`src/rtl/win_map_sched.sv`:
```
module win_map_sched #(
  parameter int WLS  = 128,
  parameter int NWIN = 4,
  parameter int AL   = 128,
  parameter int ITW  = 4,
  localparam int SBL = NWIN * WLS,
  localparam int IXW = $clog2(SBL + WLS + 1),
  localparam int WIW = $clog2(NWIN + 2),
  localparam int CW  = $clog2(WLS)
) (
  input  logic           clk,
  input  logic           rst_n,
  input  logic           start,
  input  logic           nii_mode,
  input  logic           last_sub,
  input  logic [ITW-1:0] n_iter,
  output logic           busy,
  output logic           done,
  output logic           fwd_vld,
  output logic           fwd_first,
  output logic [IXW-1:0] fwd_idx,
  output logic           bwd_vld,
  output logic           bwd_start,
  output logic [IXW-1:0] bwd_idx,
  output logic           llr_vld,
  output logic [1:0]     bwd_init_sel,
  output logic           acq_vld,
  output logic [IXW-1:0] acq_idx,
  output logic           bnd_rd,
  output logic [WIW-1:0] bnd_rd_addr,
  output logic           bnd_wr,
  output logic [WIW-1:0] bnd_wr_addr
);
  localparam logic [1:0] SEL_ACQ = 2'd0, SEL_MEM = 2'd1, SEL_FLAT = 2'd2, SEL_TERM = 2'd3;

  logic           busy_q, done_q, nii_q, last_q;
  logic [ITW-1:0] iters_q, pass_q;
  logic [WIW-1:0] phase_q, wb;
  logic [CW-1:0]  cyc_q;
  logic           cyc_end, term_win, acq_win;

  assign cyc_end = (cyc_q == CW'(WLS - 1));

  always_ff @(posedge clk or negedge rst_n) begin
    if (!rst_n) begin
      busy_q  <= 1'b0;
      done_q  <= 1'b0;
      nii_q   <= 1'b0;
      last_q  <= 1'b0;
      iters_q <= '0;
      pass_q  <= '0;
      phase_q <= '0;
      cyc_q   <= '0;
    end else begin
      done_q <= 1'b0;
      if (!busy_q) begin
        if (start) begin
          busy_q  <= 1'b1;
          nii_q   <= nii_mode;
          last_q  <= last_sub;
          iters_q <= (n_iter == '0) ? ITW'(1) : n_iter;
          pass_q  <= '0;
          phase_q <= '0;
          cyc_q   <= '0;
        end
      end else if (!cyc_end) begin
        cyc_q <= cyc_q + 1'b1;
      end else begin
        cyc_q <= '0;
        if (phase_q != WIW'(NWIN)) begin
          phase_q <= phase_q + 1'b1;
        end else begin
          phase_q <= '0;
          if (pass_q == iters_q - 1'b1) begin
            busy_q <= 1'b0;
            done_q <= 1'b1;
          end else begin
            pass_q <= pass_q + 1'b1;
          end
        end
      end
    end
  end

  assign busy = busy_q;
  assign done = done_q;
  assign wb   = phase_q - 1'b1;

  assign fwd_vld   = busy_q && (phase_q < WIW'(NWIN));
  assign fwd_first = fwd_vld && (phase_q == '0) && (cyc_q == '0);
  assign fwd_idx   = IXW'(phase_q) * IXW'(WLS) + IXW'(cyc_q);

  assign bwd_vld   = busy_q && (phase_q != '0);
  assign bwd_start = bwd_vld && (cyc_q == '0);
  assign llr_vld   = bwd_vld;
  assign bwd_idx   = IXW'(wb) * IXW'(WLS) + IXW'(WLS - 1) - IXW'(cyc_q);
  assign term_win  = last_q && (wb == WIW'(NWIN - 1));

  always_comb begin
    bwd_init_sel = SEL_ACQ;
    if (bwd_vld) begin
      if (term_win)             bwd_init_sel = SEL_TERM;
      else if (nii_q)           bwd_init_sel = (pass_q == '0) ? SEL_FLAT : SEL_MEM;
    end
  end

  assign acq_win = (32'(cyc_q) + AL) >= WLS;
  assign acq_vld = fwd_vld && !nii_q && acq_win &&
                   !(last_q && (phase_q == WIW'(NWIN - 1)));
  assign acq_idx = (IXW'(phase_q) + 1'b1) * IXW'(WLS) + IXW'(WLS - 1) - IXW'(cyc_q);

  assign bnd_rd      = bwd_start && nii_q && (pass_q != '0) && !term_win;
  assign bnd_rd_addr = phase_q;
  assign bnd_wr      = bwd_vld && nii_q && cyc_end;
  assign bnd_wr_addr = wb;
endmodule


```
`config.mk`:
```
export PLATFORM = sky130hd
export DESIGN_NAME = win_map_sched
export DESIGN_NICKNAME = d
export VERILOG_FILES = /design/src/rtl/win_map_sched.sv
export SDC_FILE = /design/constraint.sdc
export NUM_CORES = 1
export LEC_CHECK = 0
export ABC_CLOCK_PERIOD_IN_PS = 4700
export BUFFER_PORTS_ARGS = -buffer_cell sky130_fd_sc_hd__buf_2
export CORE_UTILIZATION = 53
export CTS_CLUSTER_DIAMETER = 100
export DETAILED_ROUTE_END_ITERATION = 10
export PLACE_DENSITY = 0.85
export SKIP_LAST_GASP = 1
export SLEW_MARGIN = 20
export SYNTH_ARGS = -nofsm -noshare
export SYNTH_HDL_FRONTEND = slang
export SYNTH_SLANG_ARGS = --single-unit
```
`constraint.sdc`:
```
create_clock -name clk -period 4.7 [get_ports clk]
set_input_delay 0.47 -clock clk [delete_from_list [all_inputs] [get_ports clk]]
set_output_delay 0.47 -clock clk [all_outputs]
set_load 0.005 [all_outputs]
```
* After elaboration in Yosys (flattened, before gate mapping)
Index checks and enable logic that the tools add are counted.
** Storage, ports and cells
- Output and inout bits :: 48
- Bits in writable memories :: 0
- Bits in read-only memories :: 0
- Register bits after elaboration :: 22
- Input bits :: 9
- Memories :: 0
- Logic and storage cells :: 85
- Latch bits :: 0
** Operators by class
- Mux-type cells :: 26
- Divide/modulo/power cells :: 0
- Add/sub/neg operators :: 12
- Multiply operators :: 0
- Eq/ne operators :: 8
- Bitwise gates (word level) :: 1
- Reduce and logical (&&, ||, !) cells :: 28
- Order comparisons :: 2
- Shift operators :: 0
** Operators with widths (number)
- 2-to-1 mux 4 bit :: 6
- 2-to-1 mux 7 bit :: 3
- adder 10 x 7 -> 10 bit, second input constant :: 2
- subtractor 10 x 7 -> 10 bit :: 2
- logical AND 1 bit :: 15
- 2-to-1 mux 3 bit :: 4
- adder 10 x 7 -> 10 bit :: 1
- adder 7 x 8 -> 9 bit, second input constant :: 1
- greater-or-equal comparator 9 x 8 -> 1 bit, second input constant :: 1
- 2-to-1 mux 1 bit :: 9
- logical NOT 4 bit :: 2
- 2-to-1 mux 2 bit :: 4
- adder 7 x 1 -> 7 bit, second input constant :: 1
- equality test 7 bit, second input constant :: 1
- logical NOT 7 bit :: 1
- adder 3 x 1 -> 3 bit, second input constant :: 2
- equality test 3 x 2 -> 1 bit, second input constant :: 2
- adder 4 x 1 -> 4 bit, second input constant :: 1
- equality test 4 bit :: 1
- inequality test 2 bit, second input constant :: 2
- AND reduction 2 bit :: 2
- AND reduction 4 bit :: 1
- nonzero test 4 bit :: 1
- subtractor 4 x 1 -> 4 bit, second input constant :: 1
- other kinds (9) :: 11

* Longest topological paths before layout
Gate-level depths: netlist of the first run.
- Depth after elaboration :: 6
- Mapped depth :: 7
- Depth with buffers taken out :: 7

* Worst setup path before layout of the first run
No wires, ideal clock.
- Kind :: register to output
- From :: register phase_q[0], in the netlist bnd_rd_addr[0]
- To :: output port bnd_rd
- Cell stages (with the launch flop) :: 7
- Arrival time :: 1.461 ns
- Buffers on the path :: 0
- Path slack :: 2.769 ns
- Data required time :: 4.230 ns
- Cells stage by stage :: dfrtp_1 inv_1 ha_1 xor2_1 or2_2 inv_1 nor4_1
** On the way
- Elaborated cells between the ends (all ways) :: 10
- Those cells by class :: 1 x add/sub; 1 x eq/ne; 8 x reduce/logical
** RTL lines
- start: declaration :: RTL line 38 : logic [WIW-1:0] phase_q, wb;
- start signal: assignment :: RTL line 71 : phase_q <= phase_q + 1'b1;
- subtractor 3 x 1 -> 3 bit :: RTL line 87 : assign wb = phase_q - 1'b1;
- via bnd_wr_addr[2] :: RTL line 32 : output logic [WIW-1:0] bnd_wr_addr
- equality test 3 x 2 -> 1 bit :: RTL line 97 : assign term_win = last_q && (wb == WIW'(NWIN - 1));
- logical AND 1 bit :: RTL line 97
- logical NOT 1 bit :: RTL line 112 : assign bnd_rd = bwd_start && nii_q && (pass_q != '0) && !term_win;
- logical AND 1 bit :: RTL line 112
- end: declaration :: RTL line 29 : output logic bnd_rd,
The timed path passes the listed nets, and every way through them passes these cells.

* Worst setup path in the final report of the first run
- From :: register busy_q, in the netlist busy
- To :: output port bnd_rd
** On the way
- Cells in the longest elaborated chain, start to end :: 5
** Ends and longest elaborated chain
- start: declaration :: RTL line 36 : logic busy_q, done_q, nii_q, last_q;
- start signal: assignment :: RTL line 46 : busy_q <= 1'b0;
- start signal: assignment :: RTL line 58 : busy_q <= 1'b1;
- start signal: assignment :: RTL line 75 : busy_q <= 1'b0;
- logical AND 1 bit :: RTL line 93 : assign bwd_vld = busy_q && (phase_q != '0);
- logical AND 1 bit :: RTL line 94 : assign bwd_start = bwd_vld && (cyc_q == '0);
- logical AND 1 bit (3 in a row) :: RTL line 112
No other way between the ends.

==> results of run 1 <==
[report_power, final]
part | internal (mW) | switching, mW
registers | 0.235 | 0.0705
logic | 0.229 | 0.226
clock network | 0.0300 | 0.0562
total | 0.494 | 0.353
[routing by layer]
metal,up-vias,GRT usage (%)
met1,601,27.5
met2,31,30.3
met3,5,2.56
met5,-,0
met4,0,8.57
li1,645,-
[per-stage QoR]
step	utilization (%)	power, mW	hold WS (ns)
detailed placement	61.7	0.768	0.468
floorplan	-	0.641	0.174
global route	62.5	0.930	0.131
global placement	61.7	0.759	0.466
CTS	62.5	0.856	0.119
finish	62.5	0.847	0.103
[cell usage after synthesis (2+ instances only)]
library cell,number,share of area [%]
nor4_1,2,0.82
nand2b_1,2,0.82
nor3_2,2,1.3
xnor2_1,6,3.4
nor3_1,7,2.3
o21ai_0,5,1.6
a21oi_1,5,1.6
nand2_1,17,4.2
o31ai_1,4,2.0
buf_6,2,1.5
nand3_1,10,3.3
o221ai_1,2,1.1
ha_1,9,7.4
xor2_1,4,2.3
mux2_2,5,3.7
and4_1,2,1.1
clkbuf_1,4,0.98
nand4_1,3,1.2
a21o_1,2,0.98
buf_4,15,7.4
nor2_1,7,1.7
dfrtp_1,22,36
inv_1,19,4.7
[sequential cells by signal, summed over array words and instances (netlist names)]
name,flops
done,1
last_q,1
iters_q,4
bnd_rd_addr,3
cyc_q,7
pass_q,4
nii_q,1
busy,1
[critical path, delay by kind of cell, from the launching register on]
kind,cells,cell delay (ns)
AO/OA/AOI/OAI,1,0.37
buffers and inverters,2,0.31
flip-flops,1,0.97
AND/OR/NAND/NOR,2,0.24
[cells by family after synthesis]
logic type,count (synthesis),share of synthesized area (%)
simple gates,58,19.5
buf+inv,40,14.5
compound gates,26,11.8
flops,22,35.9
xor+xnor,11,7.27
fa+ha+maj,9,7.35
mux,5,3.68
[cell type report]
| cell class | count | share of cell area (%) |
|---|---|---|
| multi-input cells | 109 | 44.1 |
| well taps | 31 | 2.25 |
| repair buffers | 56 | 16.3 |
| clock buffers | 3 | 1.31 |
| flip-flops and latches | 22 | 32.0 |
| inverters | 19 | 4.14 |
[worst max-delay path by stage]
stage,startpoint,to,slack (ns)
after detailed placement,busy,bnd_rd,2.38
final,busy,bnd_rd,2.03
after CTS,busy,bnd_rd,2.03
after global routing,busy,bnd_rd,1.74
after floorplan,bnd_rd_addr[0],bnd_rd,2.77
after global placement,busy,bnd_rd,2.44
==> flow_metrics.py, run 1 <==
metrics = {
    "outcome": {
        "status": "complete, no violations",
    },
    "sta": {
        "post-route-min-period_ns": 2.67,
        "fin_tns_setup_ns": 0,
        "tightest_slew_ns": 0.922,
        "slew_violations": 0,
        "fin_ws_ns": 2.03,
        "rsz0062_at_grt": "false",
        "fin_skew_ns": 0.00391,
        "period_share_pct": 56.8,
        "hold_viol": 0,
        "slew_headroom_pct": 38.5,
        "fmax_mhz": 374,
        "setup_violations": 0,
    },
    "critical_path": {
        "path_cells": "o21ai_0 -> inv_1 -> nand2_1 -> nor4_1 -> buf_2",
        "endpoint_kind": "primary output",
        "critPathLaunchType": "flop",
        "path_max_fanout": 34,
        "required_ns": 4.23,
        "critPathMaxStageDelay_ns": 0.97,
        "r2r_start": "busy",
        "reg2reg_slack_ns": 2.70,
        "cp.arrival_ns": 2.20,
        "crit_slowest_cell": "dfrtp_1",
        "r2r-end": "pass_q[2]",
        "rr_worst_depth": 4,
        "worst-setup-path-type": "reg2out",
    },
    "clock_network": {
        "post_cts_buffers": 0,
        "htreeDepth": 1,
        "clock-sinks": 22,
        "numCtsBuffers": 3,
        "root_buffer": "clkbuf_4",
        "clockBufferDepth": 2,
        "clk_pin_slew_ns": 0.12,
        "clkLatencyLatePin_ns": 0.31,
        "ctsHoldBuffers": 0,
        "post_cts_resized": 0,
        "cts_tree": "done",
    },
    "place": {
        "dpl_cell_area_sq_um": 1700,
        "dp_worst_setup_slack_ns": 2.38,
        "dp_hpwl_mm": 2.10,
        "io_buffers": 56,
        "gp_congestion": 0.861,
        "dp.cells": 237,
    },
    "yosys": {
        "synth-edff-count": 0,
        "synthArstFlopShare_pct": 100,
        "yosysWarnings": 0,
        "netlist_instances": 171,
        "synth-main-ff-cell": "dfrtp_1",
        "syn_area_per_cell_sq_um": 8.96,
        "ys_seq_elements": 22,
        "syn_nets": 189,
        "ys_types": 38,
        "synth-seq-area-share_pct": 35.9,
        "netlist_area_sq_um": 1530,
    },
    "cells_and_area": {
        "n_fill_cell": 252,
        "num-nets-final": 229,
        "syn_to_final_growth_pct": 12.5,
        "final_common_cell": "buf_2",
        "multi_input_area_sq_um": 759,
        "seqCellArea_sq_um": 551,
        "mostFrequentLayoutCells": "buf_2 (56), dfrtp_1 (22), inv_1 (19)",
        "stdcell_area_sq_um": 1720,
        "diodes": 0,
        "drive_above_1_share_pct": 33.5,
        "fin_cells": 240,
    },
    "die": {
        "dieArea_sq_um": 3110,
        "coreArea_sq_um": 2760,
        "row_count": 19,
        "die_w_microns": 55.8,
        "fp.dieH_microns": 55.8,
        "ios": 57,
        "start_util_pct": 55.5,
    },
    "grt": {
        "grt_pass1_vias": 1112,
        "grt_pass1_wl_mm": 4.88,
        "track_usage_pct": 19.6,
        "overflow": 0,
        "grt_antenna_before_repair": 0,
        "grt_start_max_net_pins": 35,
    },
    "route": {
        "routed_wl_mm": 2.82,
        "route.met3.wl_microns": 111,
        "via_per_inst": 5.34,
        "dr_total_vias": 1282,
        "highest_layer": "met4",
        "drcViolationCount": 0,
        "wl_met2_mm": 1.31,
        "dr.first_iter.drc_count": 48,
        "wl_per_cell_microns": 11.8,
        "drt-pass1-iter-count": 4,
        "met1Wirelength_mm": 1.36,
        "antenna_left": 0,
    },
    "power": {
        "p_leak_nw": 0.927,
        "ir_drop_uv": 385,
        "power.density_nw_per_um2": 491,
    },
    "job": {
        "drv_cap": 0,
    },
    "worst_hold_path": {
        "hp-class": "in2async",
    },
}
(Power assumes the default switching activity.)
==> run 2: changes to the inputs <==
ABC_AREA = 1   (was not set)
ABC_CLOCK_PERIOD_IN_PS = 2160   (was 4700)
CORE_UTILIZATION = 44   (was 53)
PLACE_DENSITY = 0.76   (was 0.85)
clock period = 2.16 ns   (was 4.7 ns; I/O delays follow)
==> flow_metrics.py, run 2 <==
metrics = {
    "sta": {
        "fin_tns_setup_ns": 0,
        "slew_violations": 0,
        "fin_ws_ns": 0.149,
        "rsz0062_at_grt": "false",
        "fin_skew_ns": 0.00399,
        "setup_violations": 0,
        "hold_viol": 0,
        "post-route-min-period_ns": 2.01,
        "tightest_slew_ns": 0.494,
        "slew_headroom_pct": 67.1,
        "fmax_mhz": 497,
        "period_share_pct": 93.1,
    },
    "clock_network": {
        "root_buffer": "clkbuf_4",
        "clock-sinks": 22,
        "numCtsBuffers": 3,
        "clockBufferDepth": 2,
        "cts_tree": "done",
        "htreeDepth": 1,
        "clk_pin_slew_ns": 0.13,
        "clkLatencyLatePin_ns": 0.32,
    },
    "cells_and_area": {
        "diodes": 0,
        "n_fill_cell": 316,
        "num-nets-final": 257,
        "syn_to_final_growth_pct": 18.9,
        "drive_above_1_share_pct": 29.0,
        "stdcell_area_sq_um": 1760,
        "final_common_cell": "buf_2",
        "largest_reg_flops": 7,
        "regMostFlops": "cyc_q",
        "largestRegisters": "cyc_q (7), iters_q (4), pass_q (4)",
        "mostFrequentLayoutCells": "buf_2 (56), nand2_1 (40), inv_1 (35)",
    },
    "grt": {
        "track_usage_pct": 17.4,
        "grt_antenna_before_repair": 0,
        "grt_start_max_net_pins": 23,
        "overflow": 0,
        "grt_pass1_vias": 1055,
        "grt_pass1_wl_mm": 4.64,
    },
    "critical_path": {
        "cp.depth": 5,
        "critPathLaunchType": "flop",
        "rr_worst_depth": 8,
        "path_max_fanout": 11,
        "path_cells": "inv_2 -> a21oi_2 -> inv_1 -> nor4_1 -> buf_2",
        "critPathMaxStageDelay_ns": 0.59,
        "worst-setup-path-type": "reg2out",
        "required_ns": 1.94,
        "endpoint_kind": "primary output",
        "reg2reg_slack_ns": 0.50,
        "crit_slowest_cell": "dfrtp_1",
        "crit_family": "flip-flops",
        "critPathBufInv": 3,
        "cp.arrival_ns": 1.80,
    },
    "yosys": {
        "yosysMostFrequentCell": "nand2_1",
        "netlist_area_sq_um": 1480,
        "synthTopCellsByCount": "nand2_1 (40), inv_1 (35), dfrtp_1 (22)",
        "synth-seq-area-share_pct": 37.3,
        "synth-main-ff-cell": "dfrtp_1",
        "synth-edff-count": 0,
        "syn_area_per_cell_sq_um": 7.73,
        "syn_nets": 209,
        "yosysWarnings": 0,
        "synth_area_leader_cell": "dfrtp_1",
        "netlist_instances": 191,
        "netlist.area_leader.share_pct": 37.3,
        "ys_types": 25,
        "synthTopCellsByArea": "dfrtp_1 (37%), nand2_1 (10%), inv_1 (8.9%)",
        "ys_seq_elements": 22,
        "synthArstFlopShare_pct": 100,
    },
    "route": {
        "antenna_left": 0,
        "wl_per_cell_microns": 10.7,
        "routed_wl_mm": 3.03,
        "dr.first_iter.drc_count": 52,
        "dr_total_vias": 1346,
        "via_per_inst": 4.77,
        "drt-pass1-iter-count": 4,
        "drcViolationCount": 0,
    },
    "die": {
        "fp.dieH_microns": 59.9,
        "die_w_microns": 59.9,
        "row_count": 20,
        "ios": 57,
        "coreArea_sq_um": 3130,
        "start_util_pct": 47.2,
        "dieArea_sq_um": 3590,
    },
    "power": {
        "ir_drop_uv": 529,
        "p_leak_nw": 1.01,
        "power_mw": 1.89,
        "power.density_nw_per_um2": 1080,
    },
    "place": {
        "dp_hpwl_mm": 2.38,
        "gp_congestion": 0.797,
        "dp_worst_setup_slack_ns": 0.450,
        "io_buffers": 56,
        "dpl_cell_area_sq_um": 1690,
    },
    "job": {
        "drv_cap": 0,
    },
    "outcome": {
        "status": "complete, no violations",
    },
    "worst_hold_path": {
        "hp-class": "in2reg",
        "hold_depth": 3,
    },
}
## run 2: changes by cell type after synthesis, moves of 4 or more
| cell | delta |
|---|---|
| nor2_1 | +7 |
| clkbuf_1 | -4 |
| inv_1 | +16 |
| mux2_2 | -5 |
| nor3_1 | -6 |
| o22ai_1 | +7 |
| nand2_1 | +23 |
## run 2: layout make-up
class                           instances  area, sq um  area share, %
Tap cell                               44         55.1           3.14
Timing Repair Buffer                   59          305           17.4
Multi-Input combinational cell        117          673           38.3
Sequential cell                        22          551           31.4
Clock buffer                            4         36.3           2.07
Inverter                               36          135           7.70
## run 2: worst paths after layout
path | end | from
setup / recovery | bnd_rd | busy
hold / removal | last_q | last_sub
setup reg to reg | pass_q[3] | cyc_q[0]
hold reg to reg | iters_q[1] | iters_q[1]
max in group asynchronous | done | rst_n
min in group asynchronous | bnd_rd_addr[2] | rst_n
## run 2: worst min-delay path, stage by stage
cell and delay (ns):
buf_2 0.07, nand2_1 0.04, nand2_1 0.05
## run 2: logic make-up after synthesis
family,Yosys count,share of synthesized area (%)
flip-flops,22,37.3
AO/OA/AOI/OAI,24,9.41
buffers and inverters,52,17.1
XOR/XNOR,9,5.34
AND/OR/NAND/NOR,75,23.2
adder cells (fa/ha/maj),9,7.63
## run 2: metal layers
| layer | up-vias | wire, microns | GRT usage, % |
|---|---|---|---|
| met2 | 43 | 1500 | 28.7 |
| met4 | 0 | 15 | 3.65 |
| met5 | - | 0 | 0 |
| met3 | 2 | 162 | 4.98 |
| li1 | 683 | - | - |
| met1 | 618 | 1350 | 22.5 |
## run 2: stage by stage
stage | cells | hold WS [ns] | utilization, %
6_report | 282 | 0.0908 | 56.1
5_1_grt | 282 | 0.0794 | 56.1
4_1_cts | 280 | 0.0923 | 55.6
3_5_place_dp | 275 | 0.207 | 54.2
3_3_place_gp | 275 | 0.208 | 54.2
2_1_floorplan | 191 | -0.0796 | -
## run 2: where the power goes
part / total (mW) / internal, mW / switching [mW] / leakage [nW]
Clock: 0.239 / 0.103 / 0.136 / 0.0210
Sequential: 0.614 / 0.511 / 0.102 / 0.271
Combinational: 1.04 / 0.494 / 0.547 / 0.717
## run 2: what timing repair did
action,4_1_cts,5_1_grt
gates resized for setup,0,0
hold buffers,1,0
buffers inserted,0,2
endpoints found under the hold margin,22,0
setup endpoints to repair,0,1
